File: src/rtl/bfly_pkg.sv
package bfly_pkg;
  // priority holder of a 2x2 element: lower or upper line
  typedef enum logic {PRI_LO = 1'b0, PRI_HI = 1'b1} prio_e;

  // index of the lower line of element e in a column that splits on bit b
  function automatic int lo_line(input int e, input int b);
    return ((e >> b) << (b + 1)) | (e & ((1 << b) - 1));
  endfunction
endpackage

File: src/rtl/bfly_elem.sv
module bfly_elem
  import bfly_pkg::*;
#(
  parameter int DATA_W = 8,
  parameter int ADDR_W = 4,
  parameter int BIT    = 0
) (
  input  logic                   clk,
  input  logic                   rst_n,
  input  logic [1:0]             in_vld,
  output logic [1:0]             in_rdy,
  input  logic [1:0][DATA_W-1:0] in_data,
  input  logic [1:0][ADDR_W-1:0] in_tag,
  output logic [1:0]             out_vld,
  input  logic [1:0]             out_rdy,
  output logic [1:0][DATA_W-1:0] out_data,
  output logic [1:0][ADDR_W-1:0] out_tag
);
  logic [1:0]             want;
  logic [1:0]             take;
  logic [1:0]             fire;
  logic [1:0]             load;
  logic [1:0]             from_hi;
  logic [1:0]             vld_q, vld_d;
  logic [1:0][DATA_W-1:0] data_q, data_d;
  logic [1:0][ADDR_W-1:0] tag_q, tag_d;
  logic                   clash;
  prio_e                  rr_q, rr_d;

  always_comb begin
    // output wanted: own line index bit flipped by the tag bit
    want[0] = in_tag[0][BIT];
    want[1] = ~in_tag[1][BIT];
    clash   = in_vld[0] & in_vld[1] & (want[0] == want[1]);
    for (int o = 0; o < 2; o++) begin
      take[o] = ~vld_q[o] | out_rdy[o];
    end
    in_rdy[0] = take[want[0]] & ~(clash & (rr_q == PRI_HI));
    in_rdy[1] = take[want[1]] & ~(clash & (rr_q == PRI_LO));
    fire = in_vld & in_rdy;
    rr_d = rr_q;
    if (clash && (fire != 2'b00)) begin
      rr_d = (rr_q == PRI_LO) ? PRI_HI : PRI_LO;
    end
    for (int o = 0; o < 2; o++) begin
      from_hi[o] = fire[1] & (want[1] == o[0]);
      load[o]    = from_hi[o] | (fire[0] & (want[0] == o[0]));
      data_d[o]  = from_hi[o] ? in_data[1] : in_data[0];
      tag_d[o]   = from_hi[o] ? in_tag[1]  : in_tag[0];
      vld_d[o]   = load[o] | (vld_q[o] & ~out_rdy[o]);
    end
  end

  always_ff @(posedge clk or negedge rst_n) begin
    if (!rst_n) begin
      vld_q <= 2'b00;
      rr_q  <= PRI_LO;
    end else begin
      vld_q <= vld_d;
      rr_q  <= rr_d;
    end
  end

  always_ff @(posedge clk) begin
    for (int o = 0; o < 2; o++) begin
      if (load[o]) begin
        data_q[o] <= data_d[o];
        tag_q[o]  <= tag_d[o];
      end
    end
  end

  assign out_vld  = vld_q;
  assign out_data = data_q;
  assign out_tag  = tag_q;
endmodule

File: src/rtl/bfly_stage.sv
module bfly_stage
  import bfly_pkg::*;
#(
  parameter int PORTS  = 16,
  parameter int DATA_W = 8,
  parameter int ADDR_W = 4,
  parameter int BIT    = 0
) (
  input  logic                         clk,
  input  logic                         rst_n,
  input  logic [PORTS-1:0]             in_vld,
  output logic [PORTS-1:0]             in_rdy,
  input  logic [PORTS-1:0][DATA_W-1:0] in_data,
  input  logic [PORTS-1:0][ADDR_W-1:0] in_tag,
  output logic [PORTS-1:0]             out_vld,
  input  logic [PORTS-1:0]             out_rdy,
  output logic [PORTS-1:0][DATA_W-1:0] out_data,
  output logic [PORTS-1:0][ADDR_W-1:0] out_tag
);
  localparam int ELEMS = PORTS / 2;

  for (genvar e = 0; e < ELEMS; e++) begin : g_elem
    localparam int LO = lo_line(e, BIT);
    localparam int HI = LO + (1 << BIT);

    logic [1:0]             e_rdy, e_vld;
    logic [1:0][DATA_W-1:0] e_data;
    logic [1:0][ADDR_W-1:0] e_tag;

    bfly_elem #(
      .DATA_W (DATA_W),
      .ADDR_W (ADDR_W),
      .BIT    (BIT)
    ) u_elem (
      .clk      (clk),
      .rst_n    (rst_n),
      .in_vld   ({in_vld[HI], in_vld[LO]}),
      .in_rdy   (e_rdy),
      .in_data  ({in_data[HI], in_data[LO]}),
      .in_tag   ({in_tag[HI], in_tag[LO]}),
      .out_vld  (e_vld),
      .out_rdy  ({out_rdy[HI], out_rdy[LO]}),
      .out_data (e_data),
      .out_tag  (e_tag)
    );

    assign in_rdy[LO]   = e_rdy[0];
    assign in_rdy[HI]   = e_rdy[1];
    assign out_vld[LO]  = e_vld[0];
    assign out_vld[HI]  = e_vld[1];
    assign out_data[LO] = e_data[0];
    assign out_data[HI] = e_data[1];
    assign out_tag[LO]  = e_tag[0];
    assign out_tag[HI]  = e_tag[1];
  end
endmodule

File: src/rtl/bfly_net.sv
module bfly_net #(
  parameter int PORTS  = 16,
  parameter int DATA_W = 8,
  localparam int ADDR_W = $clog2(PORTS)
) (
  input  logic                         clk,
  input  logic                         rst_n,
  input  logic [PORTS-1:0]             in_valid,
  output logic [PORTS-1:0]             in_ready,
  input  logic [PORTS-1:0][ADDR_W-1:0] in_dst,
  input  logic [PORTS-1:0][DATA_W-1:0] in_data,
  output logic [PORTS-1:0]             out_valid,
  input  logic [PORTS-1:0]             out_ready,
  output logic [PORTS-1:0][DATA_W-1:0] out_data,
  output logic [PORTS-1:0][ADDR_W-1:0] out_src
);
  localparam int STAGES = ADDR_W;

  logic [1:0] rst_sync_q;
  logic       core_rst_n;

  always_ff @(posedge clk or negedge rst_n) begin
    if (!rst_n) rst_sync_q <= 2'b00;
    else        rst_sync_q <= {rst_sync_q[0], 1'b1};
  end
  assign core_rst_n = rst_sync_q[1];

  logic [STAGES:0][PORTS-1:0]             vld, rdy;
  logic [STAGES:0][PORTS-1:0][DATA_W-1:0] data;
  logic [STAGES:0][PORTS-1:0][ADDR_W-1:0] tag;

  for (genvar p = 0; p < PORTS; p++) begin : g_port
    assign tag[0][p] = in_dst[p] ^ ADDR_W'(p);
    assign out_src[p] = tag[STAGES][p] ^ ADDR_W'(p);
  end

  assign vld[0]      = in_valid;
  assign data[0]     = in_data;
  assign in_ready    = rdy[0] & {PORTS{core_rst_n}};
  assign out_valid   = vld[STAGES];
  assign out_data    = data[STAGES];
  assign rdy[STAGES] = out_ready;

  for (genvar s = 0; s < STAGES; s++) begin : g_col
    bfly_stage #(
      .PORTS  (PORTS),
      .DATA_W (DATA_W),
      .ADDR_W (ADDR_W),
      .BIT    (STAGES - 1 - s)
    ) u_col (
      .clk      (clk),
      .rst_n    (core_rst_n),
      .in_vld   (vld[s]),
      .in_rdy   (rdy[s]),
      .in_data  (data[s]),
      .in_tag   (tag[s]),
      .out_vld  (vld[s+1]),
      .out_rdy  (rdy[s+1]),
      .out_data (data[s+1]),
      .out_tag  (tag[s+1])
    );
  end
endmodule

File: config.mk
export PLATFORM = sky130hd
export DESIGN_NAME = bfly_net
export DESIGN_NICKNAME = d
export VERILOG_FILES = /design/src/rtl/bfly_pkg.sv /design/src/rtl/bfly_elem.sv /design/src/rtl/bfly_stage.sv /design/src/rtl/bfly_net.sv
export SDC_FILE = /design/constraint.sdc
export NUM_CORES = 1
export LEC_CHECK = 0
export BUFFER_PORTS_ARGS = -buffer_cell sky130_fd_sc_hd__buf_4
export CORE_MARGIN = 4
export CORE_UTILIZATION = 60
export DETAILED_ROUTE_END_ITERATION = 12
export GPL_ROUTABILITY_DRIVEN = 0
export GPL_TIMING_DRIVEN = 0
export HOLD_SLACK_MARGIN = 0.12
export PLACE_DENSITY = 0.88
export SYNTH_ARGS = -nofsm -noshare
export SYNTH_HDL_FRONTEND = slang
export SYNTH_SLANG_ARGS = --single-unit
File: constraint.sdc
create_clock -name clk -period 6.5 [get_ports clk]
set_clock_uncertainty 0.05 [all_clocks]
set_input_delay 0.975 -clock clk [delete_from_list [all_inputs] [get_ports clk]]
set_output_delay 0.975 -clock clk [all_outputs]
set_load 0.02 [all_outputs]
==> After elaboration in Yosys (flattened, before gate mapping) <==
Index checks and enable logic that the tools add are counted.
{ "totals": {"reg_bits": 866, "latch_bits": 0, "ram_bits": 0, "romBits": 0, "inputBits": 226, "elab_cells": 1567, "memories": 0} }
{ "op_classes": {"addsub": 0, "mul": 0, "n_div": 0, "n_lt_le_gt_ge": 64, "n_eq_ne": 32, "shift": 0, "mux": 288, "n_bitwise": 926, "n_reduce_logical": 64} }
{ "ops": {"columns": ["cell", "count"], "rows": [
  ["$mux 8", 64],
  ["$and 1x1->1", 384],
  ["$not 1->1", 295],
  ["$mux 4", 64],
  ["$or 1x1->1", 192],
  ["$mux 1", 160],
  ["$lt 1x2->1 const B", 64],
  ["$and 2x2->2", 32],
  ["$reduce_bool 2->1", 32],
  ["$eq 1x1->1", 32],
  ["$logic_and 1x1->1", 32],
  ["$not 2->2", 12],
  ["$not 3->3", 8],
  ["$and 16x16->16", 1],
  ["$not 4->4", 2]
]} }

==> Logic depth before layout (Yosys ltp) <==
Gate-level depths: netlist of the first run.
{ "depth": {"depth_word": 22, "mapped_depth": 9, "ltp_nobuf": 7} }

==> By module <==
From an unflattened synthesis of the first run, not the netlist that was laid out.
{ "unflattened": {"cells_unflattened": 2868, "area_unflattened_um2": 41740.0} }
{ "modules_own_cells": {"columns": ["mod", "instances", "cells_each", "area_per_inst_um2", "seq_area_each_um2"], "rows": [
  ["bfly_elem", 32, 87, 1291.2, 795.8],
  ["bfly_net", 1, 84, 420.4, 50.0]
]} }

==> Worst setup path before layout of the first run <==
OpenSTA, ideal clock, no wires.
{ "synth_timing": {"kind": "flip-flop to output port", "start": "reg rst_sync_q[1]", "end": "out in_ready[10]", "arrival_time_ps": 4118, "required_ps": 5475, "path_slack_ps": 1357, "path_stages_with_launch": 3, "n_path_buf": 0, "path_cell_list": "dfrtp_1 -> inv_1 -> a2111oi_0"} }
{ "synth_between": {"elab_chain_len": 1} }
{ "synth_rtl": {"columns": ["element", "line_no", "rtl"], "rows": [
  ["from (decl)", "bfly_net.sv:19", "logic [1:0] rst_sync_q;"],
  ["from (signal assigned)", "bfly_net.sv:24", "else rst_sync_q <= {rst_sync_q[0], 1'b1};"],
  ["$and 16x16->16", "bfly_net.sv:39", "assign in_ready = rdy[0] & {PORTS{core_rst_n}};"],
  ["to (decl)", "bfly_net.sv:9", "output logic [PORTS-1:0] in_ready,"]
]} }
Every way passes these cells.

==> Worst setup path after layout of the first run <==
{ "layout_timing": {"start": "reg g_col[2].u_col.g_elem[0].u_elem.tag_q, in the netlist g_col[2].u_col.g_elem[0].u_elem.out_tag[4]", "end": "out in_ready[11]"} }
{ "layout_between": {"elab_chain_len": 18} }
{ "layout_rtl": {"columns": ["element", "line_no", "rtl"], "rows": [
  ["from (decl)", "bfly_elem.sv:26", "logic [1:0][ADDR_W-1:0] tag_q, tag_d;"],
  ["from (signal, indexed assignment)", "bfly_elem.sv:68", "tag_q[o] <= tag_d[o];"],
  ["$eq 1x1->1", "bfly_elem.sv:34", "clash = in_vld[0] & in_vld[1] & (want[0] == want[1]);"],
  ["$and 1x1->1", "bfly_elem.sv:34", null],
  ["$and 1x1->1", "bfly_elem.sv:39", "in_rdy[1] = take[want[1]] & ~(clash & (rr_q == PRI_LO));"],
  ["$not 1->1", "bfly_elem.sv:39", null],
  ["$and 1x1->1", "bfly_elem.sv:39", null],
  ["$or 1x1->1", "bfly_elem.sv:36", "take[o] = ~vld_q[o] | out_rdy[o];"],
  ["$mux 1 (not written as such) (2 in series)", "bfly_elem.sv:39", null],
  ["$and 1x1->1", "bfly_elem.sv:39", null],
  ["$or 1x1->1", "bfly_elem.sv:36", null],
  ["$mux 1 (not written as such) (2 in series)", "bfly_elem.sv:38", "in_rdy[0] = take[want[0]] & ~(clash & (rr_q == PRI_HI));"],
  ["$and 1x1->1", "bfly_elem.sv:38", null],
  ["$or 1x1->1", "bfly_elem.sv:36", null],
  ["$mux 1 (not written as such) (2 in series)", "bfly_elem.sv:39", null],
  ["$and 1x1->1", "bfly_elem.sv:39", null],
  ["$and 16x16->16", "bfly_net.sv:39", null]
]} }
Every way passes these cells. The select of a mux whose other input is x is not followed.

==> results of run 1 <==
## Yosys cell counts (10+ instances only)
cell type    n  area share
a21o_1      24      0.0044
a21oi_1     25      0.0031
a41o_1      16      0.0039
and2_1      12      0.0018
and3_1      16      0.0024
buf_1       18      0.0017
buf_2       28      0.0034
buf_4      168       0.031
clkbuf_1    33      0.0030
dfrtp_1     98       0.060
edfxtp_1   768        0.56
inv_1       95      0.0087
mux2_2     658        0.18
mux2_4      24      0.0088
mux2i_1     30      0.0073
nand2_1     88      0.0081
nand2b_1    59      0.0090
nand3_1     58      0.0071
nand4_1     31      0.0047
nand4b_1    12      0.0026
nor2_1      73      0.0067
nor2b_1     39      0.0060
nor3_1      18      0.0022
nor3b_1     13      0.0024
o211ai_1    12      0.0022
o21ai_0     37      0.0045
o31ai_1     10      0.0018
or2_2       22      0.0034
xnor2_1     27      0.0058
xor2_1      22      0.0047
## routing by layer
metal  part of all wire  vias to the layer above  global-route usage  wire length (µm)
li1                   -                    11300                   -                 -
met1               0.36                    13300               0.430             42900
met2               0.46                     2132               0.513             55100
met3               0.14                      318               0.106             17200
met4              0.037                       10               0.110              4490
met5            0.00058                        -                   0                70
## cells by family (layout without fill, tap and decap cells)
logic type             count (synthesis)  after routing
buffers and inverters                348            964
AND/OR/NAND/NOR                      505            505
other                                  1             11
multiplexers                         716            716
flip-flops                           866            866
AO/OA/AOI/OAI                        240            240
XOR/XNOR                              51             51
## power by group
part | leakage [nW] | internal, mW | switching [mW] | total [mW]
sequential | 8.46 | 9.48 | 1.79 | 11.3
combinational | 8.70 | 4.36 | 5.42 | 9.78
clock | 1.34 | 2.78 | 2.09 | 4.86
## metrics by stage
stage          total power [mW]  utilization  worst slack [ps]  hold slack, ps  instance area (µm²)
5_1_grt                    26.8        0.716               950             294                48300
3_5_place_dp               20.7        0.675              1630             289                45500
4_1_cts                    25.7        0.716              1250             284                48200
3_3_place_gp               20.2        0.672             -2110             288                45300
6_report                   25.9        0.716              1110             253                48300
2_1_floorplan              16.8            -              1360             281                40900
## registers in the layout, summed over array words and instances (netlist names)
name,flops
g_col.u_col.g_elem.u_elem.out_data,512
g_col.u_col.g_elem.u_elem.rr_q,32
g_col.u_col.g_elem.u_elem.out_tag,256
g_col.u_col.g_elem.u_elem.out_vld,64
rst_sync_q,2
## repair_timing
| item | in CTS | in global routing |
|---|---|---|
| endpoints found under the hold margin | 2 | 0 |
| endpoints found under the setup margin | 0 | 0 |
| hold buffers | 1 | 0 |
## worst max-delay path, cell delays in order (launching register included)
cell and delay (ps):
edfxtp_1 550, xor2_2 260, a221oi_1 540, o32ai_2 230, o211ai_2 310, a31oi_4 200
nor2b_1 190, a2111oi_0 1150, buf_4 310
## layout make-up
type | count | area share
flip-flops and latches | 866 | 0.529
multi-input cells | 1513 | 0.277
repair buffers | 461 | 0.0726
clock buffers | 106 | 0.0480
plain buffers | 253 | 0.0343
well taps | 873 | 0.0226
clock inverters | 49 | 0.00917
inverters | 95 | 0.00739
diodes | 10 | 0.000518
## worst min-delay path by stage
stage	from	endpoint	slack (ps)
floorplan	rst_sync_q[0]	rst_sync_q[1]	280
global placement	rst_sync_q[0]	rst_sync_q[1]	290
detailed placement	rst_sync_q[0]	rst_sync_q[1]	290
CTS	rst_sync_q[1]	g_col[0].u_col.g_elem[4].u_elem.out_vld[0]	280
global route	rst_sync_q[1]	g_col[0].u_col.g_elem[4].u_elem.out_vld[1]	290
finish	rst_sync_q[1]	g_col[0].u_col.g_elem[4].u_elem.out_vld[0]	250
==> impl_table.tex, run 1 <==
\begin{tabular}{lr}
\hline
Metric & Value \\
\hline
\multicolumn{2}{l}{\textbf{Setup path}} \\
Launching element of the worst setup path & g\_col[2].u\_col.g\_elem[0].u\_elem.out\_tag[4] \\
Element type at the critical path end & primary output \\
Worst r2r src & g\_col[2].u\_col.g\_elem[4].u\_elem.out\_tag[0] \\
Req. time, crit path & 5470 ps \\
Endpoint of the worst-slack reg-to-reg timing path & g\_col[0].u\_col.g\_elem[6].u\_elem.out\_data[11] \\
Data arrival time at the worst-slack endpoint & 4360 ps \\
Maximum net fanout on the critical path & 7 \\
Critical Path Sink & in\_ready[11] \\
Startpoint type of the worst setup path & flip-flop \\
Start-to-end type of the worst setup path & reg -> out \\
Flop-to-flop setup slack & 2450 ps \\
R2R cell count & 8 \\
\multicolumn{2}{l}{\textbf{Synth}} \\
Complex-gate fraction of the synthesized area & 0.0460 \\
Number of enable-type register cells in the synthesized netlist & 768 \\
Post-synthesis register bit count & 866 \\
Net count of the mapped netlist & 2,953 \\
Sequential share of the synthesized area & 0.624 \\
Post-Synthesis Cell Area & 40,900 µm² \\
Share of synthesized flip-flops with an asynchronous set or reset & 0.113 \\
Average footprint of a synthesized cell & 15.0 µm² \\
Xor and xnor fraction of the mapped netlist area & 0.0113 \\
Warnings from Yosys & 0 \\
Post-synthesis share of cell area spent on full adders, half adders and majority gates & 0 \\
Dominant combinational cell family by area after synthesis & multiplexers \\
Dominant register cell in the synthesized netlist & edfxtp\_1 \\
Simple-gate share of the synthesized area & 0.0707 \\
Synthesized netlist cell count & 2,727 \\
Multiplexer fraction of the synthesized cell area & 0.199 \\
Count of unique library cells instantiated by Yosys & 93 \\
\multicolumn{2}{l}{\textbf{Drt}} \\
Detail-routed via count per cell & 6.41 \\
Number of iterations in the first detailed-routing pass & 7 \\
Antenna-violating nets left & 0 \\
Total Wirelength & 120,000 µm \\
Number of DRC violations after detailed-routing iteration 0 & 3,999 \\
DRC errors left & 0 \\
Vias post-DR & 27,100 \\
Detailed-route wire length per cell & 28.3 µm \\
\multicolumn{2}{l}{\textbf{Clock tree}} \\
Maximum level of the CTS H-tree & 3 \\
\# resized after CTS & 0 \\
Clock root buffer master & clkbuf\_16 \\
Number of buffers added by the clock tree synthesis step & 84 \\
TritonCTS clock tree & done \\
Number of sinks handled by clock tree synthesis & 866 \\
Count of buffers added by post-CTS timing repair for setup & 0 \\
CTS Buffer Depth & 3 \\
Clk pin slew, worst setup/hold paths & 70 ps \\
Clk\_lat worst skew & 650 ps \\
\multicolumn{2}{l}{\textbf{Layout}} \\
Layout overhead on the synthesized area & 18.1\% \\
Layout Cells excl Fill & 4,226 \\
NumNets Final & 3,500 \\
Share of cells above drive strength 1 & 0.461 \\
Multi-input gate area & 13,400 µm² \\
Commonest cells after routing, fill and taps aside & edfxtp\_1, mux2\_2, buf\_4 \\
Storage element area & 25,500 µm² \\
Most common library cell in the layout ignoring fill and taps & edfxtp\_1 \\
Filler instances & 4,086 \\
\multicolumn{2}{l}{\textbf{Floorplanning}} \\
Die Footprint & 72,400 µm² \\
Core region area & 67,400 µm² \\
Starting density of the core & 0.607 \\
Number of top-level design ports & 450 \\
Die Width & 269 µm \\
Std-Cell Rows & 95 \\
DIE HEIGHT & 269 µm \\
\multicolumn{2}{l}{\textbf{Timing}} \\
Shortest clock period the worst path allows after layout & 5390 ps \\
RSZ-0062 raised after global routing & no \\
Achievable frequency & 186 MHz \\
Final-layout setup total negative slack & 0 ps \\
Total count of max-transition violations in the final report & 0 \\
Slew at the pin closest to its max-slew limit & 1380 ps \\
Endpoints failing setup & 0 \\
Final period util & 0.829 \\
Final count of hold timing violations & 0 \\
Max transition margin & 0.0556 \\
\multicolumn{2}{l}{\textbf{GRT}} \\
Overflow left after global routing & 0 \\
Antenna violations before repair & 10 \\
Wire length of the first global-routing pass & 172,000 µm \\
GRT Total Usage & 0.325 \\
Vias in the first global route & 26,800 \\
Maximum number of pins on one net before global-route repair & 57 \\
\multicolumn{2}{l}{\textbf{Min path}} \\
Type of the most critical hold path & reg -> async \\
\multicolumn{2}{l}{\textbf{Pwr}} \\
VDD IR max & 0.241 mV \\
Leakage power & 18.5 nW \\
Ratio of total power to cell area & 537 nW/µm² \\
\multicolumn{2}{l}{\textbf{Placed design}} \\
Half-perimeter wire length of the detailed placement result & 91,900 µm \\
Count of input and output buffers & 442 \\
Number of placed cells counting well taps & 4,058 \\
\multicolumn{2}{l}{\textbf{Run status}} \\
Result of the run & completed \\
\multicolumn{2}{l}{\textbf{Run}} \\
Maximum Capacitance Violations & 0 \\
\hline
\end{tabular}
(Power assumes the default switching activity.)
==> inputs of run 2 (changes only) <==
- CORE_UTILIZATION: 60 -> 59
- PLACE_DENSITY: 0.88 -> 0.87
- clock period: 6.5 -> 5.3 ns (I/O delays scaled with it)
==> run 2 against run 1 <==
Net effect:
- the run now ends with capacitance limit, slew limit, setup timing left
- flip-flop and latch count is the same
- sequential share of layout area decreased by 0.18 points
- first-iteration DRC count barely moved
- cell count rose by 1.3%
- clock power increased by 28%
- die area up 1.6%
- critical endpoint is now in_ready[15]
- largest power group unchanged
- highest routed layer unchanged
==> impl_table.tex, run 2 (synthesized netlist as in run 1, its figures left out) <==
\begin{tabular}{lr}
\hline
Metric & Value \\
\hline
\multicolumn{2}{l}{\textbf{Drt}} \\
Total Wirelength & 121,000 µm \\
Vias post-DR & 26,900 \\
Number of iterations in the first detailed-routing pass & 9 \\
Antenna-violating nets left & 0 \\
Number of DRC violations after detailed-routing iteration 0 & 4,000 \\
DRC errors left & 0 \\
Detailed-route wire length per cell & 28.2 µm \\
Detail-routed via count per cell & 6.27 \\
\multicolumn{2}{l}{\textbf{Floorplanning}} \\
Die Footprint & 73,600 µm² \\
Std-Cell Rows & 96 \\
DIE HEIGHT & 271 µm \\
Die Width & 271 µm \\
Number of top-level design ports & 450 \\
Core region area & 68,600 µm² \\
Starting density of the core & 0.596 \\
\multicolumn{2}{l}{\textbf{GRT}} \\
Wire length of the first global-routing pass & 174,000 µm \\
GRT Total Usage & 0.320 \\
Overflow left after global routing & 0 \\
Antenna violations before repair & 14 \\
Maximum number of pins on one net before global-route repair & 53 \\
Vias in the first global route & 26,600 \\
\multicolumn{2}{l}{\textbf{Timing}} \\
Final count of hold timing violations & 0 \\
RSZ-0062 raised after global routing & no \\
Achievable frequency & 184 MHz \\
Max transition margin & -0.100 \\
Shortest clock period the worst path allows after layout & 5430 ps \\
Endpoints failing setup & 1 \\
Worst Slack Setup Final & -130 ps \\
Final period util & 1.02 \\
Total count of max-transition violations in the final report & 2 \\
Slew at the pin closest to its max-slew limit & 1610 ps \\
Final-layout setup total negative slack & -130 ps \\
\multicolumn{2}{l}{\textbf{Placed design}} \\
Number of placed cells counting well taps & 4,117 \\
Minimum setup slack after placement & 801 ps \\
Half-perimeter wire length of the detailed placement result & 92,000 µm \\
Count of input and output buffers & 442 \\
\multicolumn{2}{l}{\textbf{Setup path}} \\
Start-to-end type of the worst setup path & reg -> out \\
CP cell instances & xor2\_2, a221oi\_1, o32ai\_2, o211ai\_2, a31oi\_4, nor2b\_1, a2111oi\_0, buf\_4 \\
Flop-to-flop setup slack & 1330 ps \\
Req. time, crit path & 4450 ps \\
Element type at the critical path end & primary output \\
Startpoint type of the worst setup path & flip-flop \\
Worst r2r src & g\_col[2].u\_col.g\_elem[4].u\_elem.out\_tag[0] \\
Max stage delay cell, worst path & a2111oi\_0 \\
Maximum net fanout on the critical path & 7 \\
Data arrival time at the worst-slack endpoint & 4580 ps \\
R2R cell count & 9 \\
Critical Path Sink & in\_ready[15] \\
Endpoint of the worst-slack reg-to-reg timing path & g\_col[1].u\_col.g\_elem[4].u\_elem.out\_data[2] \\
CP peak stage delay & 1320 ps \\
Launching element of the worst setup path & g\_col[2].u\_col.g\_elem[0].u\_elem.out\_tag[4] \\
\multicolumn{2}{l}{\textbf{Run}} \\
Maximum Capacitance Violations & 2 \\
\multicolumn{2}{l}{\textbf{Clock tree}} \\
Number of buffers added by the clock tree synthesis step & 83 \\
Clk pin slew, worst setup/hold paths & 60 ps \\
Count of buffers added by post-CTS timing repair for setup & 0 \\
CTS Buffer Depth & 3 \\
Number of sinks handled by clock tree synthesis & 866 \\
TritonCTS clock tree & done \\
Clock root buffer master & clkbuf\_16 \\
Clk\_lat worst skew & 640 ps \\
Maximum level of the CTS H-tree & 3 \\
\multicolumn{2}{l}{\textbf{Pwr}} \\
Leakage power & 18.5 nW \\
VDD IR max & 0.326 mV \\
Ratio of total power to cell area & 661 nW/µm² \\
\multicolumn{2}{l}{\textbf{Run status}} \\
Violated checks & capacitance limit, slew limit, setup timing \\
Result of the run & complete, but fails checks \\
\multicolumn{2}{l}{\textbf{Layout}} \\
Layout overhead on the synthesized area & 18.5\% \\
Layout Utilization & 0.706 \\
NumNets Final & 3,498 \\
Commonest cells after routing, fill and taps aside & edfxtp\_1, mux2\_2, buf\_4 \\
Filler instances & 4,208 \\
Flip-flop count of the largest register, all copies and words added & 512 \\
Layout Cells excl Fill & 4,282 \\
Share of cells above drive strength 1 & 0.463 \\
Most common library cell in the layout ignoring fill and taps & edfxtp\_1 \\
\multicolumn{2}{l}{\textbf{Min path}} \\
Type of the most critical hold path & reg -> async \\
\hline
\end{tabular}
-- run 2: cell types whose count changed in the layout (fill, tap and decap cells not counted), sizes merged --
cell      change
buf           -1
bufinv        +4
clkbuf        +3
clkinv       -11
clkinvlp      +3
diode         +1
inv           -1
-- run 2: per-stage QoR --
stage          hold WS, ps  power [mW]  cell area, µm²
4_1_cts                131        31.7           48400
3_5_place_dp           138        25.4           45500
2_1_floorplan          281        20.6           40900
6_report               120        32.0           48400
5_1_grt                125        33.1           48400
3_3_place_gp           287        24.8           45400
-- run 2: how the worst min path moves through the flow --
stage | slack (ps) | from | end
after floorplan | 280 | rst_sync_q[0] | rst_sync_q[1]
after global placement | 290 | rst_sync_q[0] | rst_sync_q[1]
after detailed placement | 140 | rst_sync_q[1] | g_col[0].u_col.g_elem[0].u_elem.out_vld[0]
after CTS | 130 | rst_sync_q[1] | g_col[0].u_col.g_elem[0].u_elem.out_vld[0]
after global routing | 130 | rst_sync_q[1] | g_col[0].u_col.g_elem[0].u_elem.out_vld[0]
final | 120 | rst_sync_q[1] | g_col[0].u_col.g_elem[0].u_elem.out_vld[0]
-- run 2: power by group --
group	internal, mW	switching [mW]	total (mW)
Combinational	5.34	6.66	12.0
Clock	3.63	2.57	6.20
Sequential	11.6	2.17	13.8
-- run 2: layout make-up --
cell class	instances	area [µm²]	area share
flip-flops and latches	866	25500	0.527
inverters	95	357	0.00736
diodes	11	27.5	0.000568
clock buffers	109	2350	0.0485
multi-input cells	1513	13400	0.276
well taps	931	1160	0.0240
repair buffers	460	3490	0.0721
plain buffers	253	1650	0.0341
clock inverters	44	513	0.0106
-- run 2: per-layer routing --
metal | part of all wire | GRT usage
met1 | 0.35 | 0.413
met4 | 0.038 | 0.123
met3 | 0.15 | 0.113
met2 | 0.46 | 0.503
met5 | 0.0011 | 0
-- run 2: timing repair --
item                      4_1_cts  5_1_grt
hold buffers                    1        0
gates resized for setup         0        0
hold endpoints to repair        2        0
-- run 2: worst max-delay path, delay by kind of cell, from the launching register on --
| family | cells | cell delay (ps) |
|---|---|---|
| compound gates | 5 | 2600 |
| buf+inv | 1 | 330 |
| simple gates | 1 | 180 |
| flops | 1 | 580 |
| xor+xnor | 1 | 270 |
